## config.mk

```make
export PLATFORM = sky130hd
export DESIGN_NAME = lock_dial_ctrl
export DESIGN_NICKNAME = d
export VERILOG_FILES = /design/src/rtl/lock_pkg.sv /design/src/rtl/lock_step_match.sv /design/src/rtl/lock_next_state.sv /design/src/rtl/lock_state_reg.sv /design/src/rtl/lock_dial_ctrl.sv
export SDC_FILE = /design/constraint.sdc
export NUM_CORES = 1
export LEC_CHECK = 0
export BUFFER_PORTS_ARGS = -buffer_cell sky130_fd_sc_hd__buf_2
export CORE_AREA = 3 3 40 42
export DETAILED_ROUTE_END_ITERATION = 8
export DIE_AREA = 0 0 43 45
export GPL_ROUTABILITY_DRIVEN = 1
export PLACE_DENSITY = 0.39
export SYNTH_ARGS = -nofsm -noshare
export SYNTH_HDL_FRONTEND = slang
export SYNTH_SLANG_ARGS = --single-unit
```

## constraint.sdc

```tcl
create_clock -name clk -period 1.6 [get_ports clk]
set_input_delay 0.48 -clock clk [delete_from_list [all_inputs] [get_ports clk]]
set_output_delay 0.48 -clock clk [all_outputs]
set_load 0.01 [all_outputs]
```

## src/rtl/lock_pkg.sv

```systemverilog
package lock_pkg;

   // Progress codes; the numeric order is the order of the sequence
   typedef enum logic [1:0] {
      ST_IDLE  = 2'b00,
      ST_STEP1 = 2'b01,
      ST_STEP2 = 2'b10,
      ST_OPEN  = 2'b11
   } lock_state_t;

   localparam int unsigned NUM_STEPS = 3;

   localparam logic DIR_LEFT  = 1'b0;
   localparam logic DIR_RIGHT = 1'b1;

endpackage

```

## src/rtl/lock_step_match.sv

```systemverilog
// Compares one dial event against one programmed step of the combination
module lock_step_match #(
   parameter int unsigned POS_W   = 6,
   parameter int unsigned POS_MAX = 39
) (
   input  logic             ev_dir,
   input  logic [POS_W-1:0] ev_pos,
   input  logic             key_dir,
   input  logic [POS_W-1:0] key_pos,
   output logic             hit
);

   localparam logic [POS_W-1:0] POS_LIMIT = POS_W'(POS_MAX);

   logic in_range;
   logic dir_ok;
   logic pos_ok;

   assign in_range = (ev_pos <= POS_LIMIT);
   assign dir_ok   = (ev_dir == key_dir);
   assign pos_ok   = (ev_pos == key_pos);
   assign hit      = in_range & dir_ok & pos_ok;

endmodule

```

## src/rtl/lock_next_state.sv

```systemverilog
// Next-state function of the four-state progress machine
module lock_next_state
   import lock_pkg::*;
#(
   parameter int unsigned STEPS = NUM_STEPS
) (
   input  lock_state_t      cur,
   input  logic             valid,
   input  logic             relock,
   input  logic [STEPS-1:0] step_hit,
   output lock_state_t      nxt
);

   // Pad the hit vector so the state code can index it directly
   logic [3:0] hit_by_state;
   logic       expect_hit;
   logic       restart_hit;

   assign hit_by_state = {1'b0, step_hit};
   assign expect_hit   = hit_by_state[cur];
   assign restart_hit  = step_hit[0];

   always_comb begin
      nxt = cur;
      if (cur == ST_OPEN) begin
         if (relock) begin
            nxt = ST_IDLE;
         end
      end else if (valid) begin
         if (expect_hit) begin
            nxt = lock_state_t'(cur + 2'd1);
         end else if (restart_hit) begin
            nxt = ST_STEP1;
         end else begin
            nxt = ST_IDLE;
         end
      end
   end

endmodule

```

## src/rtl/lock_state_reg.sv

```systemverilog
// Progress register with synchronous reset to idle
module lock_state_reg
   import lock_pkg::*;
(
   input  logic        clk,
   input  logic        rst,
   input  lock_state_t nxt,
   output lock_state_t cur
);

   always_ff @(posedge clk) begin
      if (rst) begin
         cur <= ST_IDLE;
      end else begin
         cur <= nxt;
      end
   end

endmodule

```

## src/rtl/lock_dial_ctrl.sv

```systemverilog
// Top level: three-step dial combination lock controller
module lock_dial_ctrl
   import lock_pkg::*;
#(
   parameter int unsigned POS_W     = 6,
   parameter int unsigned POS_MAX   = 39,
   parameter int unsigned KEY0_POS  = 13,
   parameter int unsigned KEY1_POS  = 22,
   parameter int unsigned KEY2_POS  = 3,
   parameter logic [2:0]  KEY_DIRS  = 3'b101,
   parameter bit          OPEN_FLOP = 1'b0
) (
   input  logic             clk,
   input  logic             rst,
   input  logic             valid_i,
   input  logic             dir_i,
   input  logic [POS_W-1:0] pos_i,
   input  logic             relock_i,
   output logic [1:0]       state_o,
   output logic             open_o
);

   localparam logic [NUM_STEPS*POS_W-1:0] KEY_POS_PACK = {
      POS_W'(KEY2_POS), POS_W'(KEY1_POS), POS_W'(KEY0_POS)
   };

   // Elaboration-time parameter checks
   if (POS_W < 1 || POS_W > 16) begin : g_bad_width
      $error("lock_dial_ctrl: POS_W out of supported range");
   end
   if (POS_MAX >= (1 << POS_W)) begin : g_bad_range
      $error("lock_dial_ctrl: POS_MAX does not fit in POS_W bits");
   end
   if (KEY0_POS > POS_MAX || KEY1_POS > POS_MAX || KEY2_POS > POS_MAX) begin : g_bad_key
      $error("lock_dial_ctrl: a combination position exceeds POS_MAX");
   end

   logic [NUM_STEPS-1:0] step_hit;
   lock_state_t          cur_state;
   lock_state_t          nxt_state;

   for (genvar s = 0; s < NUM_STEPS; s++) begin : g_step
      lock_step_match #(
         .POS_W  (POS_W),
         .POS_MAX(POS_MAX)
      ) u_match (
         .ev_dir (dir_i),
         .ev_pos (pos_i),
         .key_dir(KEY_DIRS[s]),
         .key_pos(KEY_POS_PACK[s*POS_W +: POS_W]),
         .hit    (step_hit[s])
      );
   end

   lock_next_state #(
      .STEPS(NUM_STEPS)
   ) u_next (
      .cur     (cur_state),
      .valid   (valid_i),
      .relock  (relock_i),
      .step_hit(step_hit),
      .nxt     (nxt_state)
   );

   lock_state_reg u_state (
      .clk(clk),
      .rst(rst),
      .nxt(nxt_state),
      .cur(cur_state)
   );

   assign state_o = cur_state;

   // Open output: decoded from the state, or kept in its own flop
   if (OPEN_FLOP) begin : g_open_flop
      logic open_q;
      always_ff @(posedge clk) begin
         if (rst) begin
            open_q <= 1'b0;
         end else begin
            open_q <= (nxt_state == ST_OPEN);
         end
      end
      assign open_o = open_q;
   end else begin : g_open_decode
      assign open_o = (cur_state == ST_OPEN);
   end

endmodule

```

==> impl_results.md <==
- Arrival time at the worst endpoint: 1.01 ns
- Core Rows: 13
- DR vias: 229
- CTS Buf Count: 3
- P_leak: 0.000132 uW
- First-pass GRT wire length: 1020 um
- CP max stage delay: 0.44 ns
- Max-slew headroom: 75.1%
- Fin crit share: 93.4%
- Yosys top cell area share: 20.9%
- Avg Cell Area, Syn: 9.12 um2
- Final WL: 530 um
- Setup Skew: 0.000359 ns
- Die area: 0.00194 mm2
- Area contributors post-synth: dfxtp_1 (21%), o41ai_2 (8.5%), and4b_4 (7.2%), ha_1 (6.5%), nand2b_1 (6.5%)
- Drt via density: 4.40
- CTS clk-pin slew, worst paths: 0.03 ns
- Postcts setup bufs: 0
- Top cells by instance count after synthesis: dfxtp_1 (2), nand2_1 (2), nand2b_1 (2)
- Final min period: 1.49 ns
- Ys async rst share: 0%
- Post-CTS sizing: 0
- Clock Sinks: 2
- Port buffer count: 13
- Mapped Cells: 21
- Largest register FFs: 2
- Post-DP HPWL: 441 um
- Later-pin clock latency in the skew report: 0.22 ns
- Synth Cell Area: 191 um2
- Seq/Total Area, Yosys: 20.9%
- # H-tree levels: 1
- Post-cts hold buffer count: 0
- Max cap viols: 0
- Yosys warning total: 0
- RePlAce Congestion: 0.674
- GRT overflow: 0
- Filler Cell Count: 148
- Clock root cell: clkbuf_4
- Yosys cell types: 18
- Status: finished clean
- Fraction of layout cells with a size suffix above 1: 51.4%
- Initial DRC Count: 0
- Largest regs: u_state.cur: 2 flops
- Die outline height: 45 um
- ANT nets after route: 0
- Placed Cells: 49
- RSZ-0062 raised after global routing: no
- Final Setup Violations: 0
- Inserted Diodes: 0
- CP top delay family: flip-flops
- Register with the most flip-flops: u_state.cur
- Slew @ Worst Pin: 0.369 ns
- Setup TNS: 0 ns
- CP bufs+invs: 1
- Initial Util: 14.9%
- Worst setup SP type: flip-flop
- Count of flip-flops with a built-in enable after synthesis: 0
- Seq cells post-synth: 2
- Pre-antenna DRT Iters: 1
- P&R area growth vs syn: 55.6%
- Pwr Density: 629 mW/mm2
- CP max-delay cell: dfxtp_1
- Setup crit end kind: primary output
- Largest area contributor in the netlist: dfxtp_1
- Crit path required time: 1.12 ns
- Clk buf depth: 2
- CP cell instances: ha_1 -> buf_2
- Non-filler instance count after layout: 52
- Total Routing Usage GR: 7.56%
- Die width: 43 um
- I/O pin count: 14
- Number of global-route vias before repair: 247
- Largest net degree at the start of global routing: 8
- Core Region: 0.00128 mm2
- Crit path max fanout: 7
- Most frequent cells in the layout: buf_2 (13), clkbuf_4 (3), nand2b_1 (2), nand2_1 (2), dfxtp_1 (2)
- Peak supply drop: 0.194 mV
- Nets: 51
- Top_reg_cell synth: dfxtp_1
- Most common cell after layout, fill and taps aside: buf_2
- Final-report hold violation count: 0
- Final Util: 23.2%
- WS Path Type: reg -> out
- WL/cell: 10.2 um
- Max frequency: 0.669 GHz
- Antenna violations before repair: 0
- Hold WC Path Type: in -> reg
- # DRC: 0
- CTS tree: built
- Fin. max-slew vios: 0
- Syn Nets: 33
path summary, 6_finish.rpt:
check             slack [ns]  cells past startpoint             end           start
hold / removal          0.49                      2  u_state.cur[0]             rst
hold reg to reg         0.56                      2  u_state.cur[0]  u_state.cur[0]
setup reg to reg        0.32                      4  u_state.cur[1]  u_state.cur[0]
setup / recovery        0.11                      2          open_o  u_state.cur[0]
routing by layer:
| layer | share of wire, % | up-vias | track usage (%) |
|---|---|---|---|
| li1 | - | 119 | - |
| met1 | 41 | 104 | 7.43 |
| met2 | 53 | 6 | 11.1 |
| met3 | 6.0 | 0 | 4.38 |
| met4 | 0 | 0 | 7.23 |
| met5 | 0 | - | 0 |
report_power, final:
part / switching [uW] / internal (uW) / total [uW]
Combinational: 11.8 / 13.7 / 25.5
Clock: 28.6 / 82.7 / 111
Sequential: 0.126 / 50.3 / 50.5
Total: 40.5 / 147 / 187
per-stage QoR:
stage	hold slack, ns	area, um2	total power [uW]	setup slack (ns)
3_5_place_dp	0.571	275	76.7	0.199
5_1_grt	0.498	298	211	0.0198
2_1_floorplan	0.549	191	59.9	0.305
4_1_cts	0.481	298	196	0.0818
6_report	0.486	298	187	0.106
3_3_place_gp	0.555	275	75.6	0.203
layout make-up:
| class | count | area, um2 | share of cell area [%] |
|---|---|---|---|
| clock buffers | 3 | 22.5 | 7.56 |
| multi-input cells | 19 | 151 | 50.8 |
| flip-flops and latches | 2 | 40.0 | 13.4 |
| well taps | 15 | 18.8 | 6.30 |
| repair buffers | 13 | 65.1 | 21.8 |
kinds of logic after synthesis:
family | count (synthesis) | share of synthesized area [%]
and+or+nand+nor | 12 | 41.8
AOI/OAI and AO/OA | 6 | 30.7
DFF | 2 | 20.9
adders and majority gates | 1 | 6.53
Power figures use the tool's default switching activity.
